### src/rtl/irqc_pkg.sv
package irqc_pkg;

    localparam int MAX_LINES = 32;
    localparam int LINE_W    = $clog2(MAX_LINES);

    typedef enum logic [1:0] {
        LK_LEVEL = 2'd0,
        LK_EDGE  = 2'd1,
        LK_NMI   = 2'd2,
        LK_RSVD  = 2'd3
    } line_kind_e;

    typedef struct packed {
        logic [MAX_LINES-1:0] pend;
        logic [MAX_LINES-1:0] en;
    } src_state_t;

endpackage

### src/rtl/irqc_kind_decode.sv
module irqc_kind_decode
    import irqc_pkg::*;
#(
    parameter int NUM_IRQ = 24
) (
    input  logic [2*MAX_LINES-1:0] line_type,
    output logic [MAX_LINES-1:0]   level_mask,
    output logic [MAX_LINES-1:0]   nmi_mask
);

    for (genvar g = 0; g < MAX_LINES; g++) begin : g_line
        line_kind_e kind;
        assign kind = line_kind_e'(line_type[2*g +: 2]);
        if (g < NUM_IRQ) begin : g_live
            assign level_mask[g] = (kind == LK_LEVEL);
            assign nmi_mask[g]   = (kind == LK_NMI);
        end else begin : g_dead
            assign level_mask[g] = 1'b0;
            assign nmi_mask[g]   = 1'b0;
        end
    end

endmodule

### src/rtl/irqc_timer_map.sv
module irqc_timer_map
    import irqc_pkg::*;
#(
    parameter int                      NUM_TMR   = 3,
    parameter logic [NUM_TMR*LINE_W-1:0] TMR_LINES = '0
) (
    input  logic [NUM_TMR-1:0]   tmr_hit,
    output logic [MAX_LINES-1:0] tmr_set
);

    logic [MAX_LINES-1:0] hit_vec [NUM_TMR];

    for (genvar t = 0; t < NUM_TMR; t++) begin : g_tmr
        localparam logic [LINE_W-1:0] TGT = TMR_LINES[t*LINE_W +: LINE_W];
        assign hit_vec[t] = tmr_hit[t] ? (MAX_LINES'(1) << TGT) : '0;
    end

    always_comb begin
        tmr_set = '0;
        for (int t = 0; t < NUM_TMR; t++) begin
            tmr_set = tmr_set | hit_vec[t];
        end
    end

endmodule

### src/rtl/irqc_src_regs.sv
module irqc_src_regs
    import irqc_pkg::*;
#(
    parameter int NUM_IRQ = 24
) (
    input  logic                 clk,
    input  logic                 rst_n,
    input  logic [MAX_LINES-1:0] irq_in,
    input  logic [MAX_LINES-1:0] level_mask,
    input  logic [MAX_LINES-1:0] tmr_set,
    input  logic [MAX_LINES-1:0] sw_set,
    input  logic [MAX_LINES-1:0] sw_clr,
    input  logic                 en_we,
    input  logic [MAX_LINES-1:0] en_wdata,
    output logic [MAX_LINES-1:0] pend_q,
    output logic [MAX_LINES-1:0] en_q
);

    localparam logic [MAX_LINES-1:0] LIVE =
        (NUM_IRQ >= MAX_LINES) ? '1 : ((MAX_LINES'(1) << NUM_IRQ) - MAX_LINES'(1));

    src_state_t st_d, st_q;
    logic [MAX_LINES-1:0] hw_set, drop;

    always_comb begin
        hw_set  = irq_in | tmr_set;
        drop    = level_mask & ~irq_in;
        st_d    = st_q;
        st_d.pend = ((st_q.pend & ~sw_clr & ~drop) | sw_set | hw_set) & LIVE;
        if (en_we) begin
            st_d.en = en_wdata & LIVE;
        end
    end

    always_ff @(posedge clk) begin
        if (!rst_n) begin
            st_q <= '0;
        end else begin
            st_q <= st_d;
        end
    end

    assign pend_q = st_q.pend;
    assign en_q   = st_q.en;


    hw_set_chk: assert property (@(posedge clk) disable iff (!rst_n)
        1'b1 |=> ((pend_q & $past(irq_in & LIVE)) == $past(irq_in & LIVE)));


    latched_hold_chk: assert property (@(posedge clk) disable iff (!rst_n)
        1'b1 |=> ((($past(pend_q) & ~$past(level_mask) & ~$past(sw_clr)) & ~pend_q) == '0));


    sw_clr_chk: assert property (@(posedge clk) disable iff (!rst_n)
        1'b1 |=> ((pend_q & $past(sw_clr & ~sw_set & ~irq_in & ~tmr_set)) == '0));

endmodule

### src/rtl/irqc_resolver.sv
module irqc_resolver
    import irqc_pkg::*;
#(
    parameter int NUM_LVL = 7,
    parameter int NMI_LVL = 7,
    parameter int LVL_W   = 3
) (
    input  logic [MAX_LINES-1:0]         pend,
    input  logic [MAX_LINES-1:0]         en,
    input  logic [MAX_LINES-1:0]         nmi_mask,
    input  logic [NUM_LVL*MAX_LINES-1:0] lvl_mask,
    input  logic [LVL_W-1:0]             cur_lvl,
    output logic [LVL_W-1:0]             win_lvl
);

    logic [MAX_LINES-1:0] elig;
    logic [LVL_W-1:0]     thr;
    logic [NUM_LVL:1]     hit;

    always_comb begin
        elig = pend & (en | nmi_mask);
        if (32'(cur_lvl) >= NMI_LVL) begin
            thr = LVL_W'(NMI_LVL - 1);
        end else begin
            thr = cur_lvl;
        end
    end

    for (genvar l = 1; l <= NUM_LVL; l++) begin : g_lvl
        assign hit[l] = (LVL_W'(l) > thr) &&
                        (|(lvl_mask[(l-1)*MAX_LINES +: MAX_LINES] & elig));
    end

    always_comb begin
        win_lvl = '0;
        for (int l = 1; l <= NUM_LVL; l++) begin
            if (hit[l]) begin
                win_lvl = LVL_W'(l);
            end
        end
    end

endmodule

### src/rtl/prio_irq_ctrl.sv
module prio_irq_ctrl
    import irqc_pkg::*;
#(
    parameter int NUM_IRQ = 24,
    parameter int NUM_LVL = 7,
    parameter int NMI_LVL = 7,
    parameter int NUM_TMR = 3,
    parameter logic [NUM_TMR*LINE_W-1:0] TMR_LINES = {5'd10, 5'd7, 5'd6},
    localparam int LVL_W = $clog2(NUM_LVL + 1)
) (
    input  logic                         clk,
    input  logic                         rst_n,
    input  logic [MAX_LINES-1:0]         irq_in,
    input  logic [2*MAX_LINES-1:0]       line_type,
    input  logic                         en_we,
    input  logic [MAX_LINES-1:0]         en_wdata,
    input  logic [MAX_LINES-1:0]         sw_set,
    input  logic [MAX_LINES-1:0]         sw_clr,
    input  logic [NUM_LVL*MAX_LINES-1:0] lvl_mask,
    input  logic [LVL_W-1:0]             cur_lvl,
    input  logic [NUM_TMR-1:0]           tmr_hit,
    output logic [LVL_W-1:0]             pend_lvl,
    output logic                         irq_req
);

    typedef struct packed {
        logic [LVL_W-1:0] lvl;
        logic             req;
    } out_state_t;

    logic [MAX_LINES-1:0] level_mask, nmi_mask, tmr_set, pend_q, en_q;
    logic [LVL_W-1:0]     win_lvl;
    out_state_t           out_d, out_q;

    irqc_kind_decode #(.NUM_IRQ(NUM_IRQ)) u_decode (
        .line_type (line_type),
        .level_mask(level_mask),
        .nmi_mask  (nmi_mask)
    );

    irqc_timer_map #(.NUM_TMR(NUM_TMR), .TMR_LINES(TMR_LINES)) u_tmap (
        .tmr_hit(tmr_hit),
        .tmr_set(tmr_set)
    );

    irqc_src_regs #(.NUM_IRQ(NUM_IRQ)) u_src (
        .clk       (clk),
        .rst_n     (rst_n),
        .irq_in    (irq_in),
        .level_mask(level_mask),
        .tmr_set   (tmr_set),
        .sw_set    (sw_set),
        .sw_clr    (sw_clr),
        .en_we     (en_we),
        .en_wdata  (en_wdata),
        .pend_q    (pend_q),
        .en_q      (en_q)
    );

    irqc_resolver #(.NUM_LVL(NUM_LVL), .NMI_LVL(NMI_LVL), .LVL_W(LVL_W)) u_res (
        .pend    (pend_q),
        .en      (en_q),
        .nmi_mask(nmi_mask),
        .lvl_mask(lvl_mask),
        .cur_lvl (cur_lvl),
        .win_lvl (win_lvl)
    );

    always_comb begin
        out_d     = out_q;
        out_d.lvl = win_lvl;
        out_d.req = (win_lvl != '0);
    end

    always_ff @(posedge clk) begin
        if (!rst_n) begin
            out_q <= '0;
        end else begin
            out_q <= out_d;
        end
    end

    assign pend_lvl = out_q.lvl;
    assign irq_req  = out_q.req;

    logic nmi_hit;
    assign nmi_hit = |(lvl_mask[(NMI_LVL-1)*MAX_LINES +: MAX_LINES] & pend_q & nmi_mask);


    eligible_src_chk: assert property (@(posedge clk) disable iff (!rst_n)
        irq_req |-> $past(|(pend_q & (en_q | nmi_mask))));


    nmi_pass_chk: assert property (@(posedge clk) disable iff (!rst_n)
        nmi_hit |=> (irq_req && (32'(pend_lvl) >= NMI_LVL)));


    above_thr_chk: assert property (@(posedge clk) disable iff (!rst_n)
        irq_req |-> ((32'($past(cur_lvl)) >= NMI_LVL) ? (32'(pend_lvl) >= NMI_LVL)
                                                      : (pend_lvl > $past(cur_lvl))));


    lvl_range_chk: assert property (@(posedge clk) disable iff (!rst_n)
        irq_req |-> (32'(pend_lvl) <= NUM_LVL));

endmodule

### config.mk
export PLATFORM = sky130hd
export DESIGN_NAME = prio_irq_ctrl
export DESIGN_NICKNAME = d
export VERILOG_FILES = /design/src/rtl/irqc_pkg.sv /design/src/rtl/irqc_kind_decode.sv /design/src/rtl/irqc_timer_map.sv /design/src/rtl/irqc_src_regs.sv /design/src/rtl/irqc_resolver.sv /design/src/rtl/prio_irq_ctrl.sv
export SDC_FILE = /design/constraint.sdc
export NUM_CORES = 1
export LEC_CHECK = 0
export BUFFER_PORTS_ARGS = -buffer_cell sky130_fd_sc_hd__buf_2
export CORE_AREA = 3 3 165 167
export CTS_CLUSTER_SIZE = 12
export DETAILED_ROUTE_END_ITERATION = 7
export DIE_AREA = 0 0 168 170
export GPL_TIMING_DRIVEN = 0
export MAX_ROUTING_LAYER = met4
export PLACE_DENSITY = 0.42
export RECOVER_POWER = 25
export SLEW_MARGIN = 20
export SYNTH_ARGS = -nofsm -noshare
export SYNTH_HDL_FRONTEND = slang
export SYNTH_SLANG_ARGS = --single-unit
### constraint.sdc
create_clock -name clk -period 4.9 [get_ports clk]
set_input_delay 0 -clock clk [delete_from_list [all_inputs] [get_ports clk]]
set_output_delay 0 -clock clk [all_outputs]
set_load 0.005 [all_outputs]
## Word level (Yosys, flattened, before mapping)

Index checks and enable logic that the tools add are counted.

- Magnitude comparators: 8
- Equal/unequal tests: 24
- Mux-type cells: 11
- Bitwise gates (word level): 20
- Reductions and logical operators: 39

Operators by type and width:

| cell | number |
|---|---|
| AND 32 bit | 7 |
| OR reduction 32 bit | 7 |
| AND 24 bit | 4 |
| OR 24 bit | 4 |
| NOT 24 bit | 3 |
| equality test 2 bit (second input constant) | 24 |
| zero test 2 bit | 24 |
| OR 24 x 11 -> 24 bit | 1 |
| 2-to-1 mux 3 bit | 5 |
| > comparator 3 bit (first input constant) | 4 |
| 2-to-1 mux 11 bit | 1 |
| 2-to-1 mux 8 bit | 1 |
| OR 7 x 8 -> 8 bit | 1 |
| logical AND 1 bit | 7 |
| 2-to-1 mux 7 bit | 1 |
| > comparator 2 x 3 -> 1 bit (first input constant) | 2 |
| 2-to-1 mux 2 bit | 2 |
| greater-or-equal comparator 3 bit (second input constant) | 1 |
| > comparator 1 x 3 -> 1 bit (first input constant) | 1 |
| nonzero test 3 bit | 1 |
| 2-to-1 mux 1 bit | 1 |

- Bits in registers: 52
- Input bits: 425
- Output and inout bits: 4
- Word-level logic and storage cells: 106

## Logic depth before layout (Yosys ltp)

Gate-level depths: netlist of run 1.

- Word-level depth: 14
- Mapped depth: 8
- Gate-level depth less buffers: 7

## Hierarchy

Synthesis of run 1 repeated with hierarchy kept, for this count alone.

- Cell total of the unflattened synthesis: 557
- Area, all modules: 4972.3 sq um

By module, submodules not included:

| module | times used | cells each | area each (sq um) | seq. area each (sq um) |
|---|---|---|---|---|
| irqc_resolver | 1 | 282 | 2079.5 | 0.0 |
| irqc_src_regs | 1 | 169 | 2005.7 | 960.9 |
| irqc_kind_decode | 1 | 65 | 534.3 | 0.0 |
| irqc_timer_map | 1 | 33 | 244.0 | 0.0 |
| prio_irq_ctrl | 1 | 8 | 108.9 | 80.1 |

## Least setup slack after synthesis of run 1

OpenSTA, ideal clock, no wires.

- Path kind: register -> register
- From: reg u_src.st_q (netlist bit u_src.en_q[7])
- To: reg out_q (netlist bit irq_req)
- Setup time: 0.137 ns
- Arrival time: 1.816 ns
- Required time: 4.763 ns
- Slack: 2.946 ns
- Cell stages (with the launch flop): 8
- Buffers on the path: 1
- Clock period less this slack: 1.954 ns
- Path through: dfxtp_1 > clkbuf_1 > o211ai_2 > o2111ai_1 > or4_1 > o41ai_2 > and4b_1 > a41oi_1

- Word-level cells in the longest chain between the ends: 13
- Elaborated cells on any way between the ends: 31
- Those cells by class: mux: 7; bitwise: 9; reduce/logical: 15

Ends and longest elaborated chain:

| item | line | text |
|---|---|---|
| from (decl) | irqc_src_regs.sv:22 | `src_state_t st_d, st_q;` |
| from (signal assigned) | irqc_src_regs.sv:39 | `st_q <= st_d;` |
| OR 24 bit * | irqc_resolver.sv:21 | `elig = pend & (en \| nmi_mask);` |
| AND 24 bit * | irqc_resolver.sv:21 |  |
| AND 32 bit | irqc_resolver.sv:31 | `(\|(lvl_mask[(l-1)*MAX_LINES +: MAX_LINES] & elig));` |
| OR reduction 32 bit | irqc_resolver.sv:31 |  |
| logical AND 1 bit | irqc_resolver.sv:30 | `assign hit[l] = (LVL_W'(l) > thr) &&` |
| 2-to-1 mux 1 bit | irqc_resolver.sv:37 | `if (hit[l]) begin` |
| 2-to-1 mux 2 bit (2 in series) | irqc_resolver.sv:37 |  |
| 2-to-1 mux 3 bit (3 in series) | irqc_resolver.sv:37 |  |
| 2-to-1 mux 3 bit * | irqc_resolver.sv:37 |  |
| nonzero test 3 bit * | prio_irq_ctrl.sv:72 | `out_d.req = (win_lvl != '0);` |
| to (signal assigned) | prio_irq_ctrl.sv:79 | `out_q <= out_d;` |
| to (decl) | prio_irq_ctrl.sv:33 | `out_state_t out_d, out_q;` |

Mark *: on every way between the ends. The rest lies on a longest branch, timed or not.
A chain may end at the register's enable or synchronous reset.

## Worst setup path in the final report of run 1

- From: reg u_src.st_q (netlist bit u_src.en_q[15])
- To: reg out_q (netlist bit pend_lvl[0])

- Word-level cells in the longest chain between the ends: 12
- Elaborated cells on any way between the ends: 30
- Those cells by class: mux: 7; bitwise: 9; reduce/logical: 14

Ends and longest elaborated chain:

| item | line |
|---|---|
| OR 24 bit * | irqc_resolver.sv:21 |
| AND 24 bit * | irqc_resolver.sv:21 |
| AND 32 bit | irqc_resolver.sv:31 |
| OR reduction 32 bit | irqc_resolver.sv:31 |
| logical AND 1 bit | irqc_resolver.sv:30 |
| 2-to-1 mux 1 bit | irqc_resolver.sv:37 |
| 2-to-1 mux 2 bit (2 in series) | irqc_resolver.sv:37 |
| 2-to-1 mux 3 bit (3 in series) | irqc_resolver.sv:37 |
| 2-to-1 mux 3 bit * | irqc_resolver.sv:37 |

Marks and branches as above.

==> flow_summary.ini, run 1 <==
[placed_design]
place_hpwl_um = 23100
place_ws_ps = 2090
gp_congestion = 0.839
port_buffers = 323

[worst_setup_path]
cp.depth = 6
cpPeakStageDelay_ps = 820
r2r-end = pend_lvl[0]
endpoint_kind = flop
r2r_slack_ps = 2200
cp_max_fo = 6
worstPathCellList = o21a_1, a2111oi_1, nand3_1, o31ai_1, o211ai_1, a31oi_1
reg2reg_from = u_src.en_q[15]
crit_path_start = u_src.en_q[15]
cp.arrival_ps = 2910
worst-path-buf-inv = 0
rr_worst_depth = 6
endpoint = pend_lvl[0]
worstSetupPathType = flop to flop
crit_slowest_cell = a2111oi_1
cp.required_ps = 5110
crit_family = compound AO/OA/AOI/OAI gates
start_kind = flop

[logic_synthesis]
synth_top_family_by_area = compound AO/OA/AOI/OAI gates
synthMuxAreaShare = 0.0651
netlist_area_um2 = 3690
synth_fp_nets = 886
synthCells = 461
synthXorXnorAreaFrac = 0
ys_top_cells_by_area = dfxtp_1 (28%), o211ai_1 (20%), mux2i_1 (6.5%)
synth-seq-cells = 52
synth_compound_area_frac = 0.442
yosys_warnings = 0
syn_avg_cell_area_um2 = 8.00
synth_top_area_cell = dfxtp_1
synthArstFlopShare = 0
synth_adder_area_share = 0
synthSimpleGateAreaFrac = 0.145
synth_top_area_share = 0.282
yosysSeqAreaShare = 0.282
synth_flop_cell = dfxtp_1
ys_types = 39
synth-edff-count = 0

[clocking]
cts_max_level = 2
cts_setup_buffers = 0
cts_sinks = 52
cts_inserted_buffers = 5
cts_tree = yes
clk_pin_slew_worst_paths_ps = 70
clock_path_buffers = 2
clock-root-buffer = clkbuf_16
clk_latency_ps = 300

[route]
drtIter0Drc = 220
drt_wl_total_um = 27000
drt_pass1_iterations = 4
drt-wirelength-per-cell_um = 22.1
via_count = 5394
vias_per_cell = 4.41
post-route-drc-count = 0
ant_nets = 0

[sta]
slew_viol_final = 0
fin_crit_sh = 0.551
timing.slew.headroom = 0.250
tns_ps = 0
setup_viol = 0
skew_ps = 4.13
min_period_ps = 2700
holdWs_ps = 14.0
fmax_ghz = 0.371
worst-slew-pin-transition_ps = 1130
hold_viol_final = 0
fin_ws_ps = 2200
grt_setup_unrepaired = no

[hold_path]
hold_path_depth = 3
hp-class = input pin to flop

[outcome]
status = finished, final reports clean

[floorplan]
die_y_um = 170
fp-row-count = 59
start_util = 0.142
pin_count = 429
die_w_um = 168
fp.dieArea_um2 = 28600
core_area_um2 = 25900

[grt]
grtUsageTotal = 0.185
grt_pass1_vias = 5554
grt_max_degree = 15
overflow = 0
grt_pass1_wl_um = 36900
antenna_found_initial = 0

[finish]
drive_gt1_frac = 0.376
fin_util = 0.263
final_cell_mix = buf_2 (320), o211ai_1 (97), dlygate4sd3_1 (95), dfxtp_1 (52), nor2_1 (48)
num-nets-final = 1311
fill_cells = 2900
final_common_cell = buf_2
syn2layout_area_growth_pct = 85.1

[pwr]
peakVddDrop_v = 0.000105
p_leak_uw = 0.00320
p_per_area_nw_per_um2 = 196

[flow_run]
drv_cap = 0
## sequential cells by signal, indices dropped and copies added, names as in the netlist
name / cells
pend_lvl: 3
irq_req: 1
u_src.pend_q: 24
u_src.en_q: 24
## cell usage after synthesis (all sizes together) (3+ instances only)
cell     instances
o21a            22
dfxtp           52
nand4           10
a21oi           26
clkbuf          11
mux2i           24
o2111ai         13
o21ai            8
nor3             5
nand2            3
o2111a           3
inv             42
a22oi           32
a22o             5
nor2            48
nand3            6
o211ai          99
o211a            4
nor2b           24
or4              3
buf              6
## worst register-to-register path: cells and delay by family, from the launching register on
kind            cells  cell delay, ps
compound gates      5            2120
flops               1             340
simple gates        1             150
## per-layer routing
metal,vias up,global-route usage,wire length (um)
met5,-,-,0
met4,0,0.0317,380
met3,18,0.0328,1660
met2,216,0.313,13000
met1,2501,0.236,12000
li1,2659,-,-
## layout make-up
class	count	area (um^2)	share of cell area
inverters	43	161	0.0236
clock buffers	7	153	0.0224
well taps	335	419	0.0614
plain buffers	17	80.1	0.0117
diodes	1	2.50	0.000367
repair buffers	418	2560	0.375
multi-input cells	349	2410	0.353
flip-flops and latches	52	1040	0.152
## how the worst min path moves through the flow
stage            startpoint               to  slack, ps
3_5_place_dp      sw_set[9]  u_src.pend_q[9]        240
6_report              rst_n          irq_req         10
5_1_grt               rst_n          irq_req         30
2_1_floorplan   en_wdata[1]    u_src.en_q[1]        150
3_3_place_gp   en_wdata[17]   u_src.en_q[17]        230
4_1_cts               rst_n          irq_req          1
## per-stage QoR
stage | area [um^2] | instances | total power [uW]
floorplan | 3690 | 461 | 642
global placement | 5720 | 1119 | 889
detailed placement | 5730 | 1119 | 892
CTS | 6830 | 1221 | 1370
global route | 6820 | 1221 | 1420
finish | 6830 | 1222 | 1340
## report_power, final
group	internal, uW	switching (uW)
combinational	233	224
sequential	451	32.7
clock	216	181
total	900	438
## timing repair
item,CTS,global route
hold endpoints to repair,48,0
gates resized for setup,0,0
hold buffers,95,0
## kinds of logic (layout without fill, tap and decap cells)
family,after synthesis,in the layout
AND/OR/NAND/NOR,105,105
other,0,1
AO/OA/AOI/OAI,220,220
flip-flops,52,52
multiplexers,24,24
buffers and inverters,60,485
(Power assumes the default switching activity.)
==> run 2, diff against run 1 <==
--- a/config.mk
+++ b/config.mk
@@ -6,13 +6,13 @@
 export NUM_CORES = 1
 export LEC_CHECK = 0
 export BUFFER_PORTS_ARGS = -buffer_cell sky130_fd_sc_hd__buf_2
-export CORE_AREA = 3 3 165 167
+export CORE_AREA = 3 3 167 169
 export CTS_CLUSTER_SIZE = 12
 export DETAILED_ROUTE_END_ITERATION = 7
-export DIE_AREA = 0 0 168 170
+export DIE_AREA = 0 0 170 172
 export GPL_TIMING_DRIVEN = 0
 export MAX_ROUTING_LAYER = met4
-export PLACE_DENSITY = 0.42
+export PLACE_DENSITY = 0.41
 export RECOVER_POWER = 25
 export SLEW_MARGIN = 20
 export SYNTH_ARGS = -nofsm -noshare
==> constraint.sdc (replaced) <==
create_clock -name clk -period 2.6 [get_ports clk]
set_input_delay 0 -clock clk [delete_from_list [all_inputs] [get_ports clk]]
set_output_delay 0 -clock clk [all_outputs]
set_load 0.005 [all_outputs]
==> flow_summary.ini, run 2 (same netlist as run 1, synthesis figures left out) <==
[finish]
final_common_cell = buf_2
drive_gt1_frac = 0.382
fin_cells = 1237
stdcell_area_um2 = 6920
fill_cells = 2998
fin_util = 0.259
num-nets-final = 1312
final_cell_mix = buf_2 (320), o211ai_1 (97), dlygate4sd3_1 (96), dfxtp_1 (51), nor2_1 (48)
syn2layout_area_growth_pct = 87.7

[floorplan]
start_util = 0.138
die_y_um = 172
fp.dieArea_um2 = 29200
pin_count = 429
core_area_um2 = 26700
die_w_um = 170
fp-row-count = 60

[worst_setup_path]
crit_family = simple AND/OR/NAND/NOR gates
cp.required_ps = 2780
endpoint_kind = flop
worstSetupPathType = flop to flop
worst-path-buf-inv = 0
crit_slowest_cell = or4_1
cpPeakStageDelay_ps = 590
start_kind = flop
worstPathCellList = o21a_1, a22oi_1, nand3_1, or4_1, and4b_1, a41oi_1
cp.arrival_ps = 2550
r2r_slack_ps = 230
cp_max_fo = 5

[grt]
grt_pass1_wl_um = 36400
antenna_found_initial = 8
grt_max_degree = 16
overflow = 0
grt_pass1_vias = 5545
grtUsageTotal = 0.182

[sta]
hold_viol_final = 0
slew_viol_final = 0
min_period_ps = 2370
worst-slew-pin-transition_ps = 1080
setup_viol = 0
tns_ps = 0
timing.slew.headroom = 0.281
skew_ps = 8.67
fin_crit_sh = 0.913
grt_setup_unrepaired = no
fmax_ghz = 0.421

[route]
ant_nets = 0
drt_pass1_iterations = 4
post-route-drc-count = 0
drt_wl_total_um = 27100
via_count = 5377
drt-wirelength-per-cell_um = 21.9
vias_per_cell = 4.35
drtIter0Drc = 207

[placed_design]
place_hpwl_um = 23100
gp_congestion = 0.804
dp.cells = 1125
port_buffers = 323
placed_area_um2 = 5730

[clocking]
clock_path_buffers = 2
cts_max_level = 2
clk_pin_slew_worst_paths_ps = 80
cts_sinks = 52
clock-root-buffer = clkbuf_16
clk_latency_ps = 310
cts_inserted_buffers = 5
cts_tree = yes

[pwr]
p_leak_uw = 0.00322
peakVddDrop_v = 0.000213
p_per_area_nw_per_um2 = 373

[outcome]
status = finished, final reports clean

[flow_run]
drv_cap = 0

[hold_path]
hp-class = input pin to flop
run 2: cell types whose count changed in the layout (fill, tap and decap cells not counted), sizes merged:
cell / previous run / this run
clkinv: 1 / 2
bufinv: 0 / 1
clkbuf: 23 / 22
diode: 1 / 8
dlygate4sd3: 95 / 96
run 2: per-stage QoR:
stage	worst slack [ps]	hold slack, ps	power (uW)
2_1_floorplan	646	147	1210
3_3_place_gp	-487	237	1670
5_1_grt	38.1	228	2740
4_1_cts	49.6	174	2620
6_report	227	208	2580
3_5_place_dp	-449	243	1680
run 2: layout make-up:
cell class              instances  area (um^2)  share of cell area
diodes                          8         20.0             0.00289
plain buffers                  17         80.1              0.0116
clock buffers                   6          129              0.0186
clock inverters                 2         35.0             0.00506
inverters                      43          161              0.0233
multi-input cells             349         2450               0.355
flip-flops and latches         52         1040               0.151
well taps                     341          427              0.0616
repair buffers                419         2570               0.372
run 2: power by group:
part	internal (uW)	total [uW]	switching [uW]
logic	449	869	420
clock network	456	805	349
registers	850	911	60.5
run 2: path summary, 6_finish.rpt:
path	cells past startpoint	endpoint	start
worst min-delay path	3	pend_lvl[1]	cur_lvl[1]
worst max-delay path	6	irq_req	u_src.en_q[13]
worst min register to register	2	u_src.en_q[5]	u_src.en_q[5]
worst max register to register	6	irq_req	u_src.en_q[13]
run 2: timing repair:
item | in CTS | in global routing
endpoints found under the setup margin | 4 | 3
endpoints found under the hold margin | 50 | 0
gates resized for setup | 4 | 5
buffers inserted | 0 | 0
pin swaps | 0 | 4
hold buffers | 96 | 0
run 2: worst register-to-register path, cell delays in order, from the launching register on:
cell and delay (ps):
dfxtp_1 350, o21a_1 370, a22oi_1 330, nand3_1 180
or4_1 590, and4b_1 310, a41oi_1 130
run 2: layer usage:
metal / up-vias / global-route usage / part of all wire
met1: 2494 / 0.229 / 0.44
li1: 2672 / - / -
met3: 12 / 0.0329 / 0.065
met4: 0 / 0.0275 / 0.0074
met2: 199 / 0.311 / 0.49
met5: - / - / 0
==> run 3, diff against run 2 <==
--- a/config.mk
+++ b/config.mk
@@ -12,7 +12,7 @@
 export DIE_AREA = 0 0 170 172
 export GPL_TIMING_DRIVEN = 0
 export MAX_ROUTING_LAYER = met4
-export PLACE_DENSITY = 0.41
+export PLACE_DENSITY = 0.4
 export RECOVER_POWER = 25
 export SLEW_MARGIN = 20
 export SYNTH_ARGS = -nofsm -noshare
==> flow_summary.ini, run 3 (same netlist as run 1, synthesis figures left out) <==
[sta]
setup_viol = 0
hold_viol_final = 0
fin_ws_ps = 138
fmax_ghz = 0.406
slew_viol_final = 0
worst-slew-pin-transition_ps = 1000
skew_ps = 5.67
grt_setup_unrepaired = no
timing.slew.headroom = 0.332
fin_crit_sh = 0.947
min_period_ps = 2460
holdWs_ps = 18.4

[finish]
final_common_cell = buf_2
fill_cells = 3027
regArea_um2 = 1040
drive_gt1_frac = 0.380
stdcell_area_um2 = 6850
multi_input_area_um2 = 2420
num-nets-final = 1309
final_cell_mix = buf_2 (320), o211ai_1 (97), dlygate4sd3_1 (93), dfxtp_1 (52), nor2_1 (48)
syn2layout_area_growth_pct = 85.7
fin_util = 0.256

[route]
via_count = 5326
drt_wl_total_um = 26900
post-route-drc-count = 0
ant_nets = 0
drt-wirelength-per-cell_um = 21.9
drtIter0Drc = 175
drt_pass1_iterations = 5
vias_per_cell = 4.33

[clocking]
cts_inserted_buffers = 5
clk_latency_ps = 310
cts_tree = yes
clock_path_buffers = 2
cts_sinks = 52
clock-root-buffer = clkbuf_16
clk_pin_slew_worst_paths_ps = 80
cts_max_level = 2

[floorplan]
pin_count = 429
start_util = 0.138
die_w_um = 170
die_y_um = 172
fp-row-count = 60
core_area_um2 = 26700
fp.dieArea_um2 = 29200

[hold_path]
hp-class = input pin to flop
min_from = sw_set[7]

[worst_setup_path]
crit_slowest_cell = or4_4
worstPathCellList = o211ai_1, o2111ai_1, or4_4, o41ai_2, and4b_1, a41oi_1
worst-path-buf-inv = 0
cpPeakStageDelay_ps = 600
reg2reg_from = u_src.en_q[11]
worstSetupPathType = flop to flop
start_kind = flop
r2r_slack_ps = 140
cp.required_ps = 2770
crit_family = compound AO/OA/AOI/OAI gates
endpoint_kind = flop
crit_path_start = u_src.en_q[11]
cp.arrival_ps = 2630
cp_max_fo = 6

[grt]
grt_pass1_wl_um = 35800
grtUsageTotal = 0.180
grt_pass1_vias = 5416
overflow = 0
grt_max_degree = 16
antenna_found_initial = 5

[flow_run]
drv_cap = 0

[pwr]
peakVddDrop_v = 0.000201
p_leak_uw = 0.00320
p_per_area_nw_per_um2 = 375

[placed_design]
placed_area_um2 = 5730
gp_congestion = 0.807
port_buffers = 323
place_ws_ps = -197
place_hpwl_um = 23300

[outcome]
status = finished, final reports clean
==> run 3: worst register-to-register path: cells and delay by family (launching register included) <==
family,cells,cell delay [ps]
AO/OA/AOI/OAI,4,1100
AND/OR/NAND/NOR,2,870
flip-flops,1,360
==> run 3: layout make-up <==
cell class | count | area share
tap | 341 | 0.0623
inverter | 43 | 0.0236
sequential | 52 | 0.152
multi-input combinational | 349 | 0.353
antenna | 5 | 0.00183
buffer | 17 | 0.0117
clock inverter | 2 | 0.00512
timing repair buffer | 416 | 0.371
clock buffer | 6 | 0.0188
==> run 3: final timing paths <==
path | to | cells past startpoint
hold / removal | u_src.pend_q[7] | 3
hold reg to reg | u_src.en_q[18] | 2
setup reg to reg | irq_req | 6
setup / recovery | irq_req | 6
==> run 3: timing repair <==
action,CTS,global route
pin swaps,0,1
hold buffers,93,0
buffers inserted,0,0
gates resized for setup,1,2
endpoints found under the hold margin,48,0
endpoints found under the setup margin,4,3
==> run 3: stage by stage <==
| stage | setup TNS [ps] | instances | total power, uW |
|---|---|---|---|
| floorplan | 0 | 461 | 1210 |
| global placement | -1560 | 1125 | 1670 |
| detailed placement | -498 | 1125 | 1680 |
| CTS | 0 | 1226 | 2620 |
| global route | 0 | 1231 | 2730 |
| finish | 0 | 1231 | 2570 |
==> run 3: report_power, final <==
part	total, uW	switching, uW	internal [uW]
registers	909	58.6	850
clock network	806	351	455
logic	852	411	441
total	2570	820	1750
==> run 3: routing by layer <==
layer | track usage | wire length, um | part of all wire
met5 | - | 0 | 0
met1 | 0.227 | 12100 | 0.45
met2 | 0.301 | 13000 | 0.48
met4 | 0.0416 | 471 | 0.018
met3 | 0.0322 | 1410 | 0.052
